### config.mk
export PLATFORM = sky130hd
export DESIGN_NAME = mac_seq_ctrl
export DESIGN_NICKNAME = d
export VERILOG_FILES = /design/src/rtl/mac_seq_pkg.sv /design/src/rtl/mac_seq_counter.sv /design/src/rtl/mac_seq_capture.sv /design/src/rtl/mac_seq_outmux.sv /design/src/rtl/mac_seq_ctrl.sv
export SDC_FILE = /design/constraint.sdc
export NUM_CORES = 1
export LEC_CHECK = 0
export BUFFER_PORTS_ARGS = -buffer_cell sky130_fd_sc_hd__buf_2
export CORE_ASPECT_RATIO = 0.6
export CORE_UTILIZATION = 44
export CTS_BUF_LIST = sky130_fd_sc_hd__clkbuf_4
export CTS_CLUSTER_DIAMETER = 30
export CTS_CLUSTER_SIZE = 10
export DETAILED_ROUTE_END_ITERATION = 10
export PLACE_DENSITY = 0.77
export SYNTH_ARGS = -nofsm -noshare
export SYNTH_HDL_FRONTEND = slang
export SYNTH_SLANG_ARGS = --single-unit
### constraint.sdc
create_clock -name clk -period 2.8 [get_ports clk]
set_input_delay 0.42 -clock clk [delete_from_list [all_inputs] [get_ports clk]]
set_output_delay 0.42 -clock clk [all_outputs]
set_load 0.1 [all_outputs]
### src/rtl/mac_seq_pkg.sv
package mac_seq_pkg;

   localparam int FMT_W  = 3;
   localparam int OFFS_W = 3;
   localparam int BMI_W  = 5;
   localparam int MODE_W = 2;
   localparam int PSEL_W = 4;

   typedef enum logic [2:0] {
      PH_IDLE,
      PH_CFG,
      PH_STREAM,
      PH_FLUSH,
      PH_SCALE,
      PH_DRAIN
   } seq_phase_e;

   typedef struct packed {
      logic              xmant;
      logic              pk;
      logic              ovf;
      logic [MODE_W-1:0] rnd;
      logic [MODE_W-1:0] mul;
      logic              fast;
      logic              dbg;
      logic              lb;
      logic [PSEL_W-1:0] psel;
   } blk_meta_t;

   function automatic logic [7:0] meta_echo(input blk_meta_t m);
      return {m.xmant, m.pk, m.ovf, m.rnd, m.mul, m.fast};
   endfunction

endpackage

### src/rtl/mac_seq_counter.sv
module mac_seq_counter
   import mac_seq_pkg::*;
#(
   parameter int BLOCK_LEN = 32,
   parameter int PACK      = 2,
   parameter int NBYTES    = 4,
   parameter int STEP_W    = 6,
   parameter int IDX_W     = 2
) (
   input  logic              clk,
   input  logic              rst_n,
   input  logic              en,
   input  logic              fast_go,
   input  logic              pk_sel,
   output logic [STEP_W-1:0] step,
   output seq_phase_e        phase,
   output logic [IDX_W-1:0]  byte_idx
);

   localparam int FIRST_EL = 3;
   localparam int SEND_STD = FIRST_EL + BLOCK_LEN - 1;
   localparam int SEND_PK  = FIRST_EL + BLOCK_LEN / PACK - 1;

   logic [STEP_W-1:0] send_at;
   logic [STEP_W-1:0] flush_at;
   logic [STEP_W-1:0] scale_at;
   logic [STEP_W-1:0] last_at;

   generate
      if (PACK > 1) begin : g_pack
         always_comb send_at = pk_sel ? STEP_W'(SEND_PK) : STEP_W'(SEND_STD);
      end else begin : g_nopack
         logic unused_pk;
         assign unused_pk = pk_sel;
         always_comb send_at = STEP_W'(SEND_STD);
      end
   endgenerate

   assign flush_at = send_at + STEP_W'(1);
   assign scale_at = send_at + STEP_W'(2);
   assign last_at  = send_at + STEP_W'(2 + NBYTES);

   always_ff @(posedge clk or negedge rst_n) begin
      if (!rst_n) begin
         step <= '0;
      end else if (en) begin
         if (step == '0)
            step <= fast_go ? STEP_W'(FIRST_EL) : STEP_W'(1);
         else if (step == last_at)
            step <= '0;
         else
            step <= step + STEP_W'(1);
      end
   end

   always_comb begin
      if (step == '0)
         phase = PH_IDLE;
      else if (step < STEP_W'(FIRST_EL))
         phase = PH_CFG;
      else if (step <= send_at)
         phase = PH_STREAM;
      else if (step == flush_at)
         phase = PH_FLUSH;
      else if (step == scale_at)
         phase = PH_SCALE;
      else
         phase = PH_DRAIN;
   end

   assign byte_idx = IDX_W'(step - scale_at - STEP_W'(1));

endmodule

### src/rtl/mac_seq_capture.sv
module mac_seq_capture
   import mac_seq_pkg::*;
#(
   parameter int BUS_W  = 8,
   parameter int STEP_W = 6
) (
   input  logic              clk,
   input  logic              rst_n,
   input  logic              en,
   input  logic [STEP_W-1:0] step,
   input  logic [BUS_W-1:0]  bus_a,
   input  logic [BUS_W-1:0]  bus_b,
   output blk_meta_t         meta,
   output logic [BUS_W-1:0]  scale_a,
   output logic [BUS_W-1:0]  scale_b,
   output logic [FMT_W-1:0]  fmt_a,
   output logic [FMT_W-1:0]  fmt_b,
   output logic [OFFS_W-1:0] offs_a,
   output logic [OFFS_W-1:0] offs_b,
   output logic [BMI_W-1:0]  bmi_a,
   output logic [BMI_W-1:0]  bmi_b
);

   logic at_meta, at_opa, at_opb;
   assign at_meta = en && (step == STEP_W'(0));
   assign at_opa  = en && (step == STEP_W'(1));
   assign at_opb  = en && (step == STEP_W'(2));

   always_ff @(posedge clk or negedge rst_n) begin
      if (!rst_n) begin
         meta <= '0;
      end else if (at_meta) begin
         meta.psel  <= bus_b[3:0];
         meta.lb    <= bus_a[5];
         meta.dbg   <= bus_a[6];
         meta.fast  <= bus_a[7];
         meta.mul   <= bus_a[4:3];
         meta.rnd   <= bus_b[4:3];
         meta.ovf   <= bus_b[5];
         meta.pk    <= bus_b[6];
         meta.xmant <= bus_b[7];
      end
   end

   always_ff @(posedge clk or negedge rst_n) begin
      if (!rst_n) begin
         offs_a <= '0;
         offs_b <= '0;
      end else if (at_meta && !bus_a[7]) begin
         offs_a <= bus_a[OFFS_W-1:0];
         offs_b <= bus_b[OFFS_W-1:0];
      end
   end

   always_ff @(posedge clk or negedge rst_n) begin
      if (!rst_n) begin
         scale_a <= '0;
         fmt_a   <= '0;
         bmi_a   <= '0;
      end else if (at_opa) begin
         scale_a <= bus_a;
         fmt_a   <= bus_b[FMT_W-1:0];
         bmi_a   <= bus_b[BUS_W-1 -: BMI_W];
      end else if (at_meta && bus_a[7]) begin
         fmt_a   <= bus_b[FMT_W-1:0];
      end
   end

   always_ff @(posedge clk or negedge rst_n) begin
      if (!rst_n) begin
         scale_b <= '0;
         fmt_b   <= '0;
         bmi_b   <= '0;
      end else if (at_opb) begin
         scale_b <= bus_a;
         fmt_b   <= bus_b[FMT_W-1:0];
         bmi_b   <= bus_b[BUS_W-1 -: BMI_W];
      end else if (at_meta && bus_a[7]) begin
         fmt_b   <= bus_b[FMT_W-1:0];
      end
   end

endmodule

### src/rtl/mac_seq_outmux.sv
module mac_seq_outmux
   import mac_seq_pkg::*;
#(
   parameter int BUS_W        = 8,
   parameter int RES_W        = 32,
   parameter int NBYTES       = 4,
   parameter int IDX_W        = 2,
   parameter bit HAS_LOOPBACK = 1'b1,
   parameter bit HAS_DEBUG    = 1'b1
) (
   input  seq_phase_e       phase,
   input  logic [IDX_W-1:0] byte_idx,
   input  logic             lb_now,
   input  logic             dbg_now,
   input  logic [BUS_W-1:0] bus_a,
   input  logic [BUS_W-1:0] bus_b,
   input  logic [BUS_W-1:0] probe_in,
   input  logic [BUS_W-1:0] echo,
   input  logic [RES_W-1:0] result_in,
   output logic [BUS_W-1:0] dout
);

   logic [BUS_W-1:0] res_bytes [NBYTES];
   logic [BUS_W-1:0] core_byte;
   logic [BUS_W-1:0] dbg_byte;

   genvar g;
   generate
      for (g = 0; g < NBYTES; g++) begin : g_slice
         assign res_bytes[g] = result_in[RES_W-1-g*BUS_W -: BUS_W];
      end

      if (HAS_DEBUG) begin : g_dbg
         always_comb begin
            dbg_byte = '0;
            if (dbg_now) begin
               if (phase == PH_IDLE || phase == PH_CFG || phase == PH_STREAM)
                  dbg_byte = probe_in;
               else if (phase == PH_FLUSH)
                  dbg_byte = echo;
            end
         end
      end else begin : g_nodbg
         logic unused_dbg;
         assign unused_dbg = dbg_now ^ (^probe_in) ^ (^echo);
         assign dbg_byte = '0;
      end
   endgenerate

   always_comb begin
      if (phase == PH_DRAIN)
         core_byte = res_bytes[byte_idx];
      else
         core_byte = dbg_byte;
   end

   generate
      if (HAS_LOOPBACK) begin : g_lb
         assign dout = lb_now ? (bus_a ^ bus_b) : core_byte;
      end else begin : g_nolb
         logic unused_lb;
         assign unused_lb = lb_now ^ (^bus_a) ^ (^bus_b);
         assign dout = core_byte;
      end
   endgenerate

endmodule

### src/rtl/mac_seq_ctrl.sv
module mac_seq_ctrl
   import mac_seq_pkg::*;
#(
   parameter int BUS_W        = 8,
   parameter int RES_W        = 32,
   parameter int BLOCK_LEN    = 32,
   parameter int PACK         = 2,
   parameter bit HAS_LOOPBACK = 1'b1,
   parameter bit HAS_DEBUG    = 1'b1
) (
   input  logic              clk,
   input  logic              rst_n,
   input  logic              en,
   input  logic [BUS_W-1:0]  bus_a,
   input  logic [BUS_W-1:0]  bus_b,
   input  logic [RES_W-1:0]  result_in,
   input  logic [BUS_W-1:0]  probe_in,
   output logic [BUS_W-1:0]  dout,
   output logic [5:0]        seq_step,
   output logic              elem_valid,
   output logic              flush_go,
   output logic              scale_go,
   output logic [BUS_W-1:0]  scale_a,
   output logic [BUS_W-1:0]  scale_b,
   output logic [2:0]        fmt_a,
   output logic [2:0]        fmt_b,
   output logic [2:0]        offs_a,
   output logic [2:0]        offs_b,
   output logic [4:0]        bmi_a,
   output logic [4:0]        bmi_b,
   output logic [1:0]        mul_mode,
   output logic [1:0]        rnd_mode,
   output logic              ovf_wrap,
   output logic              pack_en,
   output logic              xmant_en,
   output logic [3:0]        probe_sel
);

   localparam int NBYTES   = RES_W / BUS_W;
   localparam int IDX_W    = $clog2(NBYTES);
   localparam int LAST_STD = 3 + BLOCK_LEN + 1 + NBYTES;
   localparam int STEP_W   = $clog2(LAST_STD + 1);

   generate
      if (BUS_W != 8) begin : g_bad_bus
         $error("mac_seq_ctrl: field layout needs an 8-bit bus");
      end
      if (RES_W % BUS_W != 0 || NBYTES < 2) begin : g_bad_res
         $error("mac_seq_ctrl: result must be a whole number of bytes, at least two");
      end
      if (PACK < 1 || BLOCK_LEN % PACK != 0) begin : g_bad_pack
         $error("mac_seq_ctrl: block length must divide by the packing factor");
      end
      if (STEP_W != 6) begin : g_bad_step
         $error("mac_seq_ctrl: step port is 6 bits wide");
      end
   endgenerate

   blk_meta_t         meta;
   seq_phase_e        phase;
   logic [IDX_W-1:0]  byte_idx;
   logic [STEP_W-1:0] step;
   logic              step_zero;
   logic              lb_now;
   logic              dbg_now;

   mac_seq_counter #(
      .BLOCK_LEN (BLOCK_LEN),
      .PACK      (PACK),
      .NBYTES    (NBYTES),
      .STEP_W    (STEP_W),
      .IDX_W     (IDX_W)
   ) u_cnt (
      .clk      (clk),
      .rst_n    (rst_n),
      .en       (en),
      .fast_go  (bus_a[7]),
      .pk_sel   (meta.pk),
      .step     (step),
      .phase    (phase),
      .byte_idx (byte_idx)
   );

   mac_seq_capture #(
      .BUS_W  (BUS_W),
      .STEP_W (STEP_W)
   ) u_cap (
      .clk     (clk),
      .rst_n   (rst_n),
      .en      (en),
      .step    (step),
      .bus_a   (bus_a),
      .bus_b   (bus_b),
      .meta    (meta),
      .scale_a (scale_a),
      .scale_b (scale_b),
      .fmt_a   (fmt_a),
      .fmt_b   (fmt_b),
      .offs_a  (offs_a),
      .offs_b  (offs_b),
      .bmi_a   (bmi_a),
      .bmi_b   (bmi_b)
   );

   assign step_zero = (step == '0);
   assign lb_now    = step_zero ? bus_a[5] : meta.lb;
   assign dbg_now   = step_zero ? bus_a[6] : meta.dbg;

   mac_seq_outmux #(
      .BUS_W        (BUS_W),
      .RES_W        (RES_W),
      .NBYTES       (NBYTES),
      .IDX_W        (IDX_W),
      .HAS_LOOPBACK (HAS_LOOPBACK),
      .HAS_DEBUG    (HAS_DEBUG)
   ) u_mux (
      .phase     (phase),
      .byte_idx  (byte_idx),
      .lb_now    (lb_now),
      .dbg_now   (dbg_now),
      .bus_a     (bus_a),
      .bus_b     (bus_b),
      .probe_in  (probe_in),
      .echo      (meta_echo(meta)),
      .result_in (result_in),
      .dout      (dout)
   );

   assign seq_step   = step;
   assign elem_valid = en && (phase == PH_STREAM);
   assign flush_go   = en && (phase == PH_FLUSH);
   assign scale_go   = en && (phase == PH_SCALE);
   assign mul_mode   = meta.mul;
   assign rnd_mode   = meta.rnd;
   assign ovf_wrap   = meta.ovf;
   assign pack_en    = meta.pk;
   assign xmant_en   = meta.xmant;
   assign probe_sel  = step_zero ? bus_b[3:0] : meta.psel;

endmodule

==> out/metrics.yaml <==
postSynthCellCount: 254
start_util_pct: 46.02
post-route-cell-area_sq_um: 4666
grt_usage_pct: 26.91
drv_cap: 0
place_area_sq_um: 4205
drive_gt1_share_pct: 67.00
violations: "negative setup slack"
timing.final.ws_setup_ps: -269.7
ff2ff_setup_slack_ps: 480
grt.overflow.total: 0
drcViolationCount: 0
slew_violations: 0
slew-limit-headroom_pct: 66.39
io_buffers: 124
crit_required_ps: 2380
grt_pass1_vias: 2767
routed_wl_um: 9246
grt_pass1_wl_um: 14210
nNetsFinal: 466
place_ws_ps: 73.03
cts-root-buf: "clkbuf_4"
nFillCells: 484
routed-wl-met2_um: 4145
routedWlPerCell_um: 18.75
critPathLaunchType: "flip-flop"
hold_path_class: "in -> reg"
htreeDepth: 3
min-delay-start: "bus_b[5]"
place_inst: 464
cp_max_fo: 6
synth_warnings: 0
met1_length_um: 4174
tns_ps: -2152
yosysUniqueCellTypes: 39
max_freq_mhz: 325.8
drt-vias-per-instance: 5.452
crit-reg2reg-launch: "u_cnt.step[2]"
rsz0062_at_grt: "true"
finalSetupViolations: 10
diodes: 0
hpwl_um: 6845
ant_nets: 0
grt_antenna_before_repair: 0
core_sq_um: 6734
ff2ff_path_depth: 6
layoutNonFillerInstCount: 493
finalCritPeriodShare_pct: 109.6
gp_congestion: 0.8754
grt_start_max_net_pins: 22
path_clk_slew_ps: 110
die_y_um: 67.01
worst_pin_slew_ps: 507.6
hold_depth: 2
min_period_ps: 3070
outcome: "complete, but fails checks"
setup.worst_path.end_class: "output port"
ios: 125
worstSkewPairLatency_ps: 420
cts_tree: "built"
clock_path_buffers: 2
cts_buffers: 9
synth.avg_cell_area_sq_um: 12.20
wl_met3_um: 853
syn_nets: 319
cp.arrival_ps: 2650
top_layer: "met4"
cts.sinks: 57
holdPathEnd: "u_cap.bmi_b[2]"
timing_worst_setup_path_type: "reg -> out"
r2r-end: "u_cap.fmt_a[2]"
fin_skew_ps: 16.44
netlist_area_sq_um: 3099
core.rowCount: 23
die-area_sq_um: 7395
timing.final.hold_violations: 0
area_growth_syn_to_layout_pct: 50.54
drt_first_iter_violations: 87
num_vias: 2688
ys_seq_elements: 57
drtPass1Iterations: 4
ys_seq_area_share_pct: 46.02
die_w_um: 110.4
## routing by layer
layer	vias to the layer above	track usage [%]
met1	1338	36.11
met3	7	9.393
met4	0	6.579
met2	123	41.46
met5	-	0
li1	1220	-
## kinds of logic (layout without fill, tap and decap cells)
logic type,after synthesis,count (layout),share of synthesized area (%)
AOI/OAI and AO/OA,26,26,5.814
xor gates and xnor gates,8,8,2.261
and+or+nand+nor,58,58,10.58
DFF,57,57,46.02
adders and majority gates,6,6,2.422
buffers and inverters,27,179,4.077
muxes,72,72,28.82
## final cells by class
class                   count  area [sq um]  share of cell area (%)
multi-input cells         170          1844                   39.53
flip-flops and latches     57          1445                   30.97
well taps                  87         108.9                   2.333
clock inverters             5         103.9                   2.226
inverters                  12         47.55                   1.019
clock buffers              11         82.58                   1.770
repair buffers            151          1033                   22.15
## worst max-delay path: stages, from the launching register on
cell and delay, ps:
dfrtp_4 440, inv_4 50, ha_4 150, buf_4 130, buf_4 130, a31o_2 260
a22oi_2 240, buf_6 210, mux2i_2 290, o221ai_4 160, buf_12 180
## Yosys cell counts, drive strengths merged
master	count	share of area (%)
or2	1	0.20
nand4b	3	1.3
inv	12	1.5
nand3b	1	0.24
nand4	1	0.20
nor4	2	0.89
mux4	8	5.8
and4	1	0.28
nand2	23	2.9
and3	3	0.61
mux2	55	20
o311ai	1	0.28
nor2	5	0.61
mux2i	9	2.9
a22o	1	0.28
o221ai	8	2.3
ha	6	2.4
clkbuf	8	0.97
or4	1	0.24
and2	7	1.4
a22oi	1	0.24
xor2	8	2.3
o21ai	7	1.1
a21oi	3	0.48
a31oi	3	0.61
a21o	1	0.24
nor3	1	0.16
buf	7	1.7
a31o	1	0.28
nand2b	1	0.20
dfrtp	57	46
nand3	7	1.1
nor2b	1	0.20
## flip-flops by register name (all words and copies together), names as in the netlist
| register | count |
|---|---|
| u_cap.bmi_a | 5 |
| u_cap.bmi_b | 5 |
| u_cap.fmt_a | 3 |
| u_cap.fmt_b | 3 |
| u_cap.meta | 13 |
| u_cap.offs_a | 3 |
| u_cap.offs_b | 3 |
| u_cap.scale_a | 8 |
| u_cap.scale_b | 8 |
| u_cnt.step | 6 |
## placed cells by master, fill, tap and decap left out, types with 2 or more instances in the layout
master,instances
a21oi_1,2
a31oi_1,3
and2_1,7
and3_1,3
buf_12,13
buf_2,109
buf_4,22
buf_6,2
bufinv_16,3
clkbuf_4,15
dfrtp_1,50
dfrtp_2,3
dfrtp_4,4
ha_2,2
ha_4,3
inv_1,11
mux2_2,54
mux2i_2,6
mux2i_4,2
mux4_2,8
nand2_1,22
nand3_1,6
nand4b_1,2
nor2_1,2
nor2_4,2
o21ai_0,7
o221ai_4,8
xor2_1,8
## stage by stage
step,util (%),hold slack (ps)
2_1_floorplan,-,124.4
3_3_place_gp,62.45,363.0
3_5_place_dp,62.45,373.7
4_1_cts,67.95,267.9
5_1_grt,69.29,264.7
6_report,69.29,285.5
## worst max-delay path by stage
stage | startpoint | to | slack, ps | cells after the start
6_report | u_cnt.step[0] | dout[0] | -270 | 10
5_1_grt | u_cnt.step[0] | dout[7] | -350 | 11
4_1_cts | u_cnt.step[0] | dout[6] | -270 | 10
3_5_place_dp | u_cap.meta[12] | dout[3] | 70 | 8
3_3_place_gp | u_cnt.step[5] | dout[0] | 140 | 7
2_1_floorplan | u_cnt.step[2] | dout[0] | -320 | 6
## repair_timing
action                                  CTS  global route
hold buffers                              1             0
hold endpoints to repair                 16             0
resized for setup                        19            11
pin swaps                                 5             5
buffers inserted                          7             5
cloned                                    0             0
endpoints found under the setup margin   11            15
Power is left out: the tool's default activity adds up to more than one toggle a clock period on the data nets, which glitch-free logic cannot reach.
